`src/rtl/cra_pkg.sv`:
```
package cra_pkg;

    typedef enum logic {
        SLOT_FREE = 1'b0,
        SLOT_HELD = 1'b1
    } slot_state_e;

    function automatic int calc_shared_limit(input int sched_d, input int ret_d,
                                             input int wr_d, input int sep_wr,
                                             input int n_req);
        int lim;
        lim = sched_d + ret_d - (n_req - 1);
        if (sep_wr != 0) lim = lim + wr_d;
        if (sched_d == 0 || ret_d == 0) lim = 0;
        if (lim < 0) lim = 0;
        return lim;
    endfunction

endpackage

```
`src/rtl/cra_credit_ledger.sv`:
```
module cra_credit_ledger
    import cra_pkg::*;
#(
    parameter int N_REQ     = 4,
    parameter int SH_W      = 8,
    parameter int SH_LIMIT  = 29,
    parameter bit UNLIMITED = 1'b0,
    localparam int IDW      = (N_REQ > 1) ? $clog2(N_REQ) : 1
) (
    input  logic             clk,
    input  logic             rst_n,
    input  logic             borrow_vld,
    input  logic [IDW-1:0]   borrow_id,
    input  logic [N_REQ-1:0] ret_strobe,
    output logic [N_REQ-1:0] has_credit,
    output logic             err_overborrow,
    output logic             err_underflow
);

    localparam logic [SH_W-1:0] LIM_V = SH_W'(SH_LIMIT);
    localparam logic [SH_W-1:0] SAT_V = {SH_W{1'b1}};

    slot_state_e     slot_q [N_REQ];
    slot_state_e     slot_d [N_REQ];
    logic [SH_W-1:0] shared_q;
    logic [SH_W-1:0] shared_d;
    logic            pool_open;

    assign pool_open = UNLIMITED || (shared_q < LIM_V);

    generate
        for (genvar g = 0; g < N_REQ; g++) begin : g_credit
            assign has_credit[g] = (slot_q[g] == SLOT_FREE) || pool_open;
        end
    endgenerate

    // Returns first, against the registered state; the borrow then sees the result.
    always_comb begin
        shared_d       = shared_q;
        err_underflow  = 1'b0;
        err_overborrow = 1'b0;
        for (int i = 0; i < N_REQ; i++) slot_d[i] = slot_q[i];
        for (int i = 0; i < N_REQ; i++) begin
            if (ret_strobe[i]) begin
                unique case (slot_q[i])
                    SLOT_HELD: slot_d[i] = SLOT_FREE;
                    SLOT_FREE: begin
                        if (shared_d != '0) shared_d = shared_d - 1'b1;
                        else                err_underflow = 1'b1;
                    end
                endcase
            end
        end
        if (borrow_vld) begin
            unique case (slot_d[borrow_id])
                SLOT_FREE: slot_d[borrow_id] = SLOT_HELD;
                SLOT_HELD: begin
                    if (UNLIMITED) begin
                        if (shared_d != SAT_V) shared_d = shared_d + 1'b1;
                    end else if (shared_d < LIM_V) begin
                        shared_d = shared_d + 1'b1;
                    end else begin
                        err_overborrow = 1'b1;
                    end
                end
            endcase
        end
    end

    always_ff @(posedge clk) begin
        if (!rst_n) begin
            shared_q <= '0;
            for (int i = 0; i < N_REQ; i++) slot_q[i] <= SLOT_FREE;
        end else begin
            shared_q <= shared_d;
            for (int i = 0; i < N_REQ; i++) slot_q[i] <= slot_d[i];
        end
    end

endmodule

```
`src/rtl/cra_rr_pick.sv`:
```
module cra_rr_pick #(
    parameter int N_REQ = 4,
    localparam int IDW  = (N_REQ > 1) ? $clog2(N_REQ) : 1
) (
    input  logic [N_REQ-1:0] eligible,
    input  logic [N_REQ-1:0] req_is_wr,
    input  logic [IDW-1:0]   last_id,
    input  logic             dram_rd_full,
    input  logic             dram_wr_full,
    output logic             grant_vld,
    output logic [IDW-1:0]   grant_id
);

    logic found;
    logic blocked;

    always_comb begin
        found    = 1'b0;
        grant_id = '0;
        for (int k = 0; k < N_REQ; k++) begin
            int idx;
            idx = int'(last_id) + 1 + k;
            if (idx >= N_REQ) idx = idx - N_REQ;
            if (!found && eligible[idx]) begin
                found    = 1'b1;
                grant_id = IDW'(idx);
            end
        end
        blocked   = found && (req_is_wr[grant_id] ? dram_wr_full : dram_rd_full);
        grant_vld = found && !blocked;
    end

endmodule

```
`src/rtl/cra_dram_arbiter.sv`:
```
module cra_dram_arbiter
    import cra_pkg::*;
#(
    parameter int N_REQ       = 4,
    parameter int SCHED_DEPTH = 16,
    parameter int RET_DEPTH   = 8,
    parameter int WR_DEPTH    = 8,
    parameter bit SEP_WR      = 1'b1,
    parameter int SH_W        = 8,
    localparam int IDW        = (N_REQ > 1) ? $clog2(N_REQ) : 1
) (
    input  logic             clk,
    input  logic             rst_n,
    input  logic [N_REQ-1:0] req_valid,
    input  logic [N_REQ-1:0] req_is_wr,
    input  logic [N_REQ-1:0] ret_full,
    input  logic             dram_rd_full,
    input  logic             dram_wr_full,
    input  logic [N_REQ-1:0] credit_ret,
    output logic [N_REQ-1:0] req_pop,
    output logic             dram_issue,
    output logic [IDW-1:0]   dram_issue_id,
    output logic             dram_issue_wr,
    output logic             err_overborrow,
    output logic             err_underflow
);

    localparam int SH_LIMIT  = calc_shared_limit(SCHED_DEPTH, RET_DEPTH, WR_DEPTH,
                                                 int'(SEP_WR), N_REQ);
    localparam bit UNLIMITED = (SH_LIMIT == 0);
    localparam logic [IDW-1:0] LAST_RST = IDW'(N_REQ - 1);

    logic [N_REQ-1:0] has_credit;
    logic [N_REQ-1:0] eligible;
    logic [IDW-1:0]   last_q;
    logic             grant_vld;
    logic [IDW-1:0]   grant_id;

    assign eligible = req_valid & has_credit & ~ret_full;

    cra_credit_ledger #(
        .N_REQ     (N_REQ),
        .SH_W      (SH_W),
        .SH_LIMIT  (SH_LIMIT),
        .UNLIMITED (UNLIMITED)
    ) u_ledger (
        .clk            (clk),
        .rst_n          (rst_n),
        .borrow_vld     (grant_vld),
        .borrow_id      (grant_id),
        .ret_strobe     (credit_ret),
        .has_credit     (has_credit),
        .err_overborrow (err_overborrow),
        .err_underflow  (err_underflow)
    );

    cra_rr_pick #(.N_REQ(N_REQ)) u_pick (
        .eligible     (eligible),
        .req_is_wr    (req_is_wr),
        .last_id      (last_q),
        .dram_rd_full (dram_rd_full),
        .dram_wr_full (dram_wr_full),
        .grant_vld    (grant_vld),
        .grant_id     (grant_id)
    );

    // Pointer register: moves only on an issue.
    always_ff @(posedge clk) begin
        if (!rst_n)         last_q <= LAST_RST;
        else if (grant_vld) last_q <= grant_id;
    end

    // Output decode.
    always_comb begin
        req_pop       = '0;
        dram_issue    = grant_vld;
        dram_issue_id = grant_id;
        dram_issue_wr = grant_vld && req_is_wr[grant_id];
        if (grant_vld) req_pop[grant_id] = 1'b1;
    end

endmodule

```
`config.mk`:
```
export PLATFORM = sky130hd
export DESIGN_NAME = cra_dram_arbiter
export DESIGN_NICKNAME = d
export VERILOG_FILES = /design/src/rtl/cra_pkg.sv /design/src/rtl/cra_credit_ledger.sv /design/src/rtl/cra_rr_pick.sv /design/src/rtl/cra_dram_arbiter.sv
export SDC_FILE = /design/constraint.sdc
export NUM_CORES = 1
export LEC_CHECK = 0
export BUFFER_PORTS_ARGS = -buffer_cell sky130_fd_sc_hd__buf_4
export CORE_ASPECT_RATIO = 0.75
export CORE_MARGIN = 5
export CORE_UTILIZATION = 47
export DETAILED_ROUTE_END_ITERATION = 16
export HOLD_SLACK_MARGIN = 0.03
export PLACE_DENSITY_LB_ADDON = 0.15
export SLEW_MARGIN = 15
export SYNTH_ARGS = -nofsm -noshare
export SYNTH_HDL_FRONTEND = slang
export SYNTH_HIERARCHICAL = 1
export SYNTH_SLANG_ARGS = --single-unit
```
`constraint.sdc`:
```
create_clock -name clk -period 19.3 [get_ports clk]
set_input_delay 3.86 -clock clk [delete_from_list [all_inputs] [get_ports clk]]
set_output_delay 3.86 -clock clk [all_outputs]
set_load 0.02 [all_outputs]
```
==> results of run 1 <==
-- final cells by class --
cell class | instances | share of cell area, %
tap | 72 | 3.23
inverter | 15 | 2.02
multi-input combinational | 298 | 74.1
sequential | 14 | 10.1
clock buffer | 4 | 1.98
timing repair buffer | 32 | 8.62
-- synthesized netlist by cell type, types with 8 or more instances --
cell | number | area [µm²]
a21oi_1 | 22 | 110
nor2_1 | 28 | 105
inv_1 | 14 | 52.6
dfxtp_1 | 14 | 280
nand3_1 | 15 | 75.1
o21ai_0 | 12 | 60.1
xnor2_1 | 9 | 78.8
mux2i_1 | 8 | 80.1
nand2b_1 | 9 | 56.3
nor3_1 | 11 | 55.1
ha_1 | 8 | 100
nand2_1 | 47 | 176
-- cells by family after synthesis --
kind of cell             Yosys count
XOR/XNOR                          13
AND/OR/NAND/NOR                  157
flip-flops                        14
multiplexers                      18
adder cells (fa/ha/maj)            9
AO/OA/AOI/OAI                    101
buffers and inverters             24
-- state kept, by name, indices dropped and copies added, names as in the netlist --
signal	flops
u_ledger/shared_q	8
u_ledger/slot_q	4
last_q	2
-- per-layer routing --
metal | global-route usage, % | up-vias | wire length [µm]
li1 | - | 1330 | -
met1 | 32.2 | 1253 | 3490
met2 | 32.3 | 109 | 3080
met3 | 1.55 | 10 | 537
met4 | 4.88 | 0 | 88
met5 | 0 | - | 0
-- through the flow --
| stage | hold WS [ps] | setup WS (ps) | util (%) | instance area, µm² | std cells |
|---|---|---|---|---|---|
| after floorplan | 479 | 7250 | - | 2450 | 336 |
| after global placement | 532 | 6450 | 54.8 | 2730 | 431 |
| after detailed placement | 536 | 6220 | 54.8 | 2730 | 431 |
| after CTS | 541 | 6160 | 55.9 | 2790 | 435 |
| after global routing | 576 | 5470 | 55.9 | 2790 | 435 |
| final | 554 | 6150 | 55.9 | 2790 | 435 |
-- how the worst max path moves through the flow --
stage / from / to / cells after the start
after floorplan: credit_ret[0] / err_overborrow / 21
after global placement: credit_ret[0] / err_overborrow / 24
after detailed placement: credit_ret[0] / err_overborrow / 24
after CTS: credit_ret[0] / err_overborrow / 24
after global routing: credit_ret[0] / err_overborrow / 24
final: credit_ret[0] / err_overborrow / 24
-- worst reg2reg max path, cell delays in order (launching register included) --
cell	delay [ps]
dfxtp_1	370
inv_1	130
ha_1	170
nor2b_1	540
a311oi_1	370
xnor2_1	650
ha_1	320
nand3_1	160
nor4_4	330
a21oi_1	220
xnor2_1	270
inv_1	70
ha_1	220
nand2_1	130
xor2_1	680
nand3_1	140
a21boi_1	190
a211oi_2	400
nor3_1	120
or2_2	340
inv_1	70
ha_1	130
inv_1	50
a31oi_2	310
nand3_1	190
mux2i_1	160
==> results.sh, run 1 <==
export IMPL_drv_slew=0
export IMPL_drive_above_1_share_pct=20.4
export IMPL_syn_nets=364
export IMPL_syn_avg_cell_area_um2=7.31
export IMPL_cts_tree="done"
export IMPL_die_width_um=93.5
export IMPL_yosys_area_share_xor_xnor_pct=5.40
export IMPL_synth_edf_count=0
export IMPL_crit_type="primary input to output pin"
export IMPL_finalCritPeriodShare_pct=68.1
export IMPL_synth_mux_area_share_pct=8.46
export IMPL_max_freq_mhz=76.1
export IMPL_path_delay_family="compound AO/OA/AOI/OAI gates"
export IMPL_port_buffer_count=29
export IMPL_slew_limit_headroom_pct=44.2
export IMPL_setup_viol=0
export IMPL_final_nets=392
export IMPL_worst_path_largest_cell_delay_ps=680
export IMPL_root_buffer="clkbuf_8"
export IMPL_layout_commonest_cell="nand2_1"
export IMPL_num_vias=2702
export IMPL_cts_buffers=3
export IMPL_cpMostUsedCell="inv_1"
export IMPL_rr_startpoint="u_ledger/shared_q[0]$_SDFF_PN0_"
export IMPL_hold_class="register to register"
export IMPL_track_usage_pct=21.2
export IMPL_synth_ff_type="dfxtp_1"
export IMPL_yosys_area_share_simple_pct=35.2
export IMPL_clockBufferDepth=2
export IMPL_ys_warn_count=6
export IMPL_synthesis_area_um2=2450
export IMPL_multiInputGateArea_um2=2060
export IMPL_synthArstFlopShare_pct=0
export IMPL_min_from="u_ledger/slot_q[3]$_DFF_P_"
export IMPL_status="complete, no violations"
export IMPL_max_cap_viol_count=0
export IMPL_grt_max_degree=16
export IMPL_post_cts_buffers=0
export IMPL_hold_buffers=0
export IMPL_grt_overflow=0
export IMPL_fin_crit_ps=13150
export IMPL_worstSetupEndpointType="output pin"
export IMPL_hold_violations=0
export IMPL_r2r_end="u_ledger/shared_q[4]$_SDFF_PN0_"
export IMPL_finalSetupTns_ps=0
export IMPL_grt_pass1_vias=2434
export IMPL_antenna_found_initial=0
export IMPL_die_height_um=72.6
export IMPL_htree_levels=1
export IMPL_start_util_pct=49.3
export IMPL_ios=30
export IMPL_r2r_cells=25
export IMPL_holdPathStages=2
export IMPL_holdPathEnd="u_ledger/slot_q[3]$_DFF_P_"
export IMPL_synth_compound_area_share_pct=30.6
export IMPL_max_slew_worst_pin_slew_ps=835
export IMPL_crit_buf_inv=6
export IMPL_drt_iter0_drc=226
export IMPL_core_um2=4980
export IMPL_yosysSeqAreaShare_pct=11.4
export IMPL_dieArea_um2=6780
export IMPL_drc=0
export IMPL_ant_nets=0
export IMPL_synth_cell_type_count=84
export IMPL_required_ps=15440
export IMPL_grt_pass1_wl_mm=11.9
export IMPL_drt_pass1_iter_count=5
export IMPL_clkTransAtPathRegs_ps=60
export IMPL_synthAdderAreaFrac_pct=4.49
export IMPL_area_growth_synth_to_final_pct=13.5
export IMPL_gp_congestion=0.990
export IMPL_crit_fanout=13
export IMPL_final_fill_count=491
export IMPL_wl_mm=7.20
export IMPL_diodes=0
export IMPL_insertion_delay_ps=240
export IMPL_worstSetupStartpointType="primary input"
export IMPL_synthCells=336
export IMPL_rrSetupSlack_ps=12460
export IMPL_rows=22
export IMPL_final_cell_mix="47 x nand2_1, 32 x buf_4, 28 x nor2_1"
export IMPL_clock_sinks=14
export IMPL_post_drt_wl_per_cell_um=16.6
export IMPL_synth_top_family_by_area="simple AND/OR/NAND/NOR gates"
export IMPL_post_cts_resized=0
export IMPL_fin_worst_skew_ps=2.84
export IMPL_ff_latch_area_um2=280
export IMPL_via_per_inst=6.21
export IMPL_cpMaxStageDelayCell="xor2_1"
export IMPL_hpwl_mm=5.79
export IMPL_crit_arrival_ps=9290
export IMPL_synth_seq_cells=14
export IMPL_worstPathCellList="buf_4 -> inv_1 -> a311oi_1 -> xnor2_1 -> ha_1 -> nand3_1 -> nor4_4 -> a21oi_1 -> xnor2_1 -> inv_1 -> ha_1 -> nand2_1 -> xor2_1 -> nand3_1 -> a21boi_1 -> a211o_1 -> nand2_1 -> xor2_1 -> inv_1 -> ha_1 -> inv_1 -> nand3_1 -> a21oi_1 -> buf_4"
export IMPL_rsz0062_at_grt="false"
Power of run 1 is not shown: default switching activity piles up to over one toggle a cycle in this logic, so the estimate is an artifact.
==> inputs of run 2 (changes only) <==
ABC_AREA = 1   (was default)
clock period = 11.1 ns   (was 19.3 ns; I/O delays follow)
==> results.sh, run 2 <==
export IMPL_status="complete, no violations"
export IMPL_worstSetupStartpoint="credit_ret[0]"
export IMPL_rows=22
export IMPL_multiInputGateArea_um2=1800
export IMPL_synthesis_area_um2=2370
export IMPL_max_freq_mhz=118
export IMPL_clockBufferDepth=2
export IMPL_top_regs="u_ledger/shared_q (8), u_ledger/slot_q (4), last_q (2)"
export IMPL_ant_nets=0
export IMPL_crit_type="primary input to output pin"
export IMPL_grt_max_degree=13
export IMPL_via_per_inst=5.05
export IMPL_ios=30
export IMPL_crit_buf_inv=6
export IMPL_rr_startpoint="u_ledger/shared_q[0]$_SDFF_PN0_"
export IMPL_synthArstFlopShare_pct=0
export IMPL_ff_latch_area_um2=280
export IMPL_synth_area_leaders="nand2_1 22%, dfxtp_1 12%, nand3_1 10%"
export IMPL_root_buffer="clkbuf_8"
export IMPL_post_drt_wl_per_cell_um=11.3
export IMPL_grt_pass1_vias=2360
export IMPL_synth_seq_cells=14
export IMPL_cts_tree="done"
export IMPL_hold_buffers=0
export IMPL_worstSetupEndpointType="output pin"
export IMPL_yosysMostFrequentCell="nand2_1"
export IMPL_crit_cells=30
export IMPL_worst_path_largest_cell_delay_ps=660
export IMPL_synthTopCellsByCount="137 x nand2_1, 59 x inv_1, 48 x nand3_1, 47 x nor2_1, 29 x nand2_2"
export IMPL_max_cap_viol_count=0
export IMPL_hold_violations=0
export IMPL_synth_cell_type_count=31
export IMPL_max_slew_worst_pin_slew_ps=796
export IMPL_core_um2=4900
export IMPL_synthCells=425
export IMPL_htree_levels=1
export IMPL_final_cell_mix="137 x nand2_1, 59 x inv_1, 48 x nand3_1"
export IMPL_drt_pass1_iter_count=4
export IMPL_final_fill_count=509
export IMPL_final_nets=485
export IMPL_cpMostUsedCell="nand2_1"
export IMPL_setup_viol=0
export IMPL_finalCritPeriodShare_pct=76.1
export IMPL_post_cts_buffers=0
export IMPL_drive_above_1_share_pct=23.2
export IMPL_holdPathStages=2
export IMPL_die_height_um=71.5
export IMPL_die_width_um=92.0
export IMPL_drc=0
export IMPL_post_cts_resized=0
export IMPL_layout_commonest_cell="nand2_1"
export IMPL_wl_mm=5.84
export IMPL_hold_class="register to register"
export IMPL_insertion_delay_ps=240
export IMPL_clock_sinks=14
export IMPL_hpwl_mm=4.96
export IMPL_syn_avg_cell_area_um2=5.58
export IMPL_rsz0062_at_grt="false"
export IMPL_cts_buffers=3
export IMPL_area_growth_synth_to_final_pct=13.7
export IMPL_required_ps=8880
export IMPL_clkTransAtPathRegs_ps=50
export IMPL_drt_iter0_drc=113
export IMPL_synth_edf_count=0
export IMPL_fin_worst_skew_ps=2.59
export IMPL_largest_register_ffs=8
export IMPL_crit_fanout=7
export IMPL_track_usage_pct=18.5
export IMPL_fin_crit_ps=8450
export IMPL_start_util_pct=48.4
export IMPL_r2r_cells=34
export IMPL_gp_congestion=0.908
export IMPL_drv_slew=0
export IMPL_ys_warn_count=6
export IMPL_grt_pass1_wl_mm=10.4
export IMPL_dieArea_um2=6580
export IMPL_syn_nets=453
export IMPL_port_buffer_count=29
export IMPL_yosysTopAreaCell="nand2_1"
export IMPL_r2r_end="u_ledger/shared_q[1]$_SDFF_PN0_"
export IMPL_path_delay_family="simple AND/OR/NAND/NOR gates"
export IMPL_yosys_area_top_type_share_pct=21.7
export IMPL_critPathCapture="err_overborrow"
export IMPL_finalSetupTns_ps=0
export IMPL_final_util_pct=55.1
export IMPL_crit_arrival_ps=6230
export IMPL_rrSetupSlack_ps=6450
export IMPL_yosysSeqAreaShare_pct=11.8
export IMPL_antenna_found_initial=0
export IMPL_cpMaxStageDelayCell="nor3b_1"
export IMPL_worstSetupStartpointType="primary input"
export IMPL_synth_ff_type="dfxtp_1"
export IMPL_top_register="u_ledger/shared_q"
export IMPL_diodes=0
export IMPL_slew_limit_headroom_pct=46.8
export IMPL_num_vias=2608
export IMPL_grt_overflow=0
run 2: changes by cell type after synthesis, sizes merged, moves of 10 or more:
cell	change
nand2	+121
inv	+54
nand3	+48
nor2	+33
a21oi	-17
nor3	-13
nand4	+10
xnor2	-10
run 2: how the worst min path moves through the flow:
stage / from / endpoint
after floorplan: last_q[0]$_SDFFE_PN1P_ / last_q[0]$_SDFFE_PN1P_
after global placement: last_q[1]$_SDFFE_PN1P_ / last_q[1]$_SDFFE_PN1P_
after detailed placement: last_q[1]$_SDFFE_PN1P_ / last_q[1]$_SDFFE_PN1P_
after CTS: last_q[1]$_SDFFE_PN1P_ / last_q[1]$_SDFFE_PN1P_
after global routing: last_q[1]$_SDFFE_PN1P_ / last_q[1]$_SDFFE_PN1P_
final: last_q[1]$_SDFFE_PN1P_ / last_q[1]$_SDFFE_PN1P_
run 2: through the flow:
stage               hold WS [ps]  instances  worst slack, ps  area [µm²]
floorplan                    451        425             3090        2370
global placement             579        512             2840        2640
detailed placement           579        512             2740        2640
CTS                          587        516             2690        2700
global route                 646        516             2130        2700
finish                       582        516             2650        2700
run 2: cell families (layout without fill, tap and decap cells):
| logic type | after synthesis | after routing | synth area share [%] |
|---|---|---|---|
| adders and majority gates | 8 | 8 | 4.22 |
| DFF | 14 | 14 | 11.8 |
| AOI/OAI and AO/OA | 23 | 23 | 5.96 |
| buffers and inverters | 71 | 102 | 12.2 |
| and+or+nand+nor | 308 | 308 | 65.5 |
| xor gates and xnor gates | 1 | 1 | 0.369 |
run 2: metal layers:
layer  share of wire (%)  track usage (%)  wire (µm)  vias up
met2                  40             28.1       2330       56
met1                  54             28.4       3150     1143
li1                    -                -          -     1405
met3                 5.8             3.04        337        4
met4                0.36             1.15         21        0
met5                   0                0          0        -
run 2: area by class of cell:
cell class                 instances  area share (%)
inverter                          69            9.88
sequential                        14            10.4
timing repair buffer              29            8.07
clock buffer                       4            2.04
tap                               60            2.78
multi-input combinational        340            66.8
run 2: worst reg2reg max path, delay by kind of cell, from the launching register on:
kind / cells / cell delay [ps]
AND/OR/NAND/NOR: 23 / 2830
adder cells (fa/ha/maj): 4 / 660
buffers and inverters: 5 / 470
flip-flops: 1 / 340
AO/OA/AOI/OAI: 2 / 240
Power of run 2 is left out for the same reason.
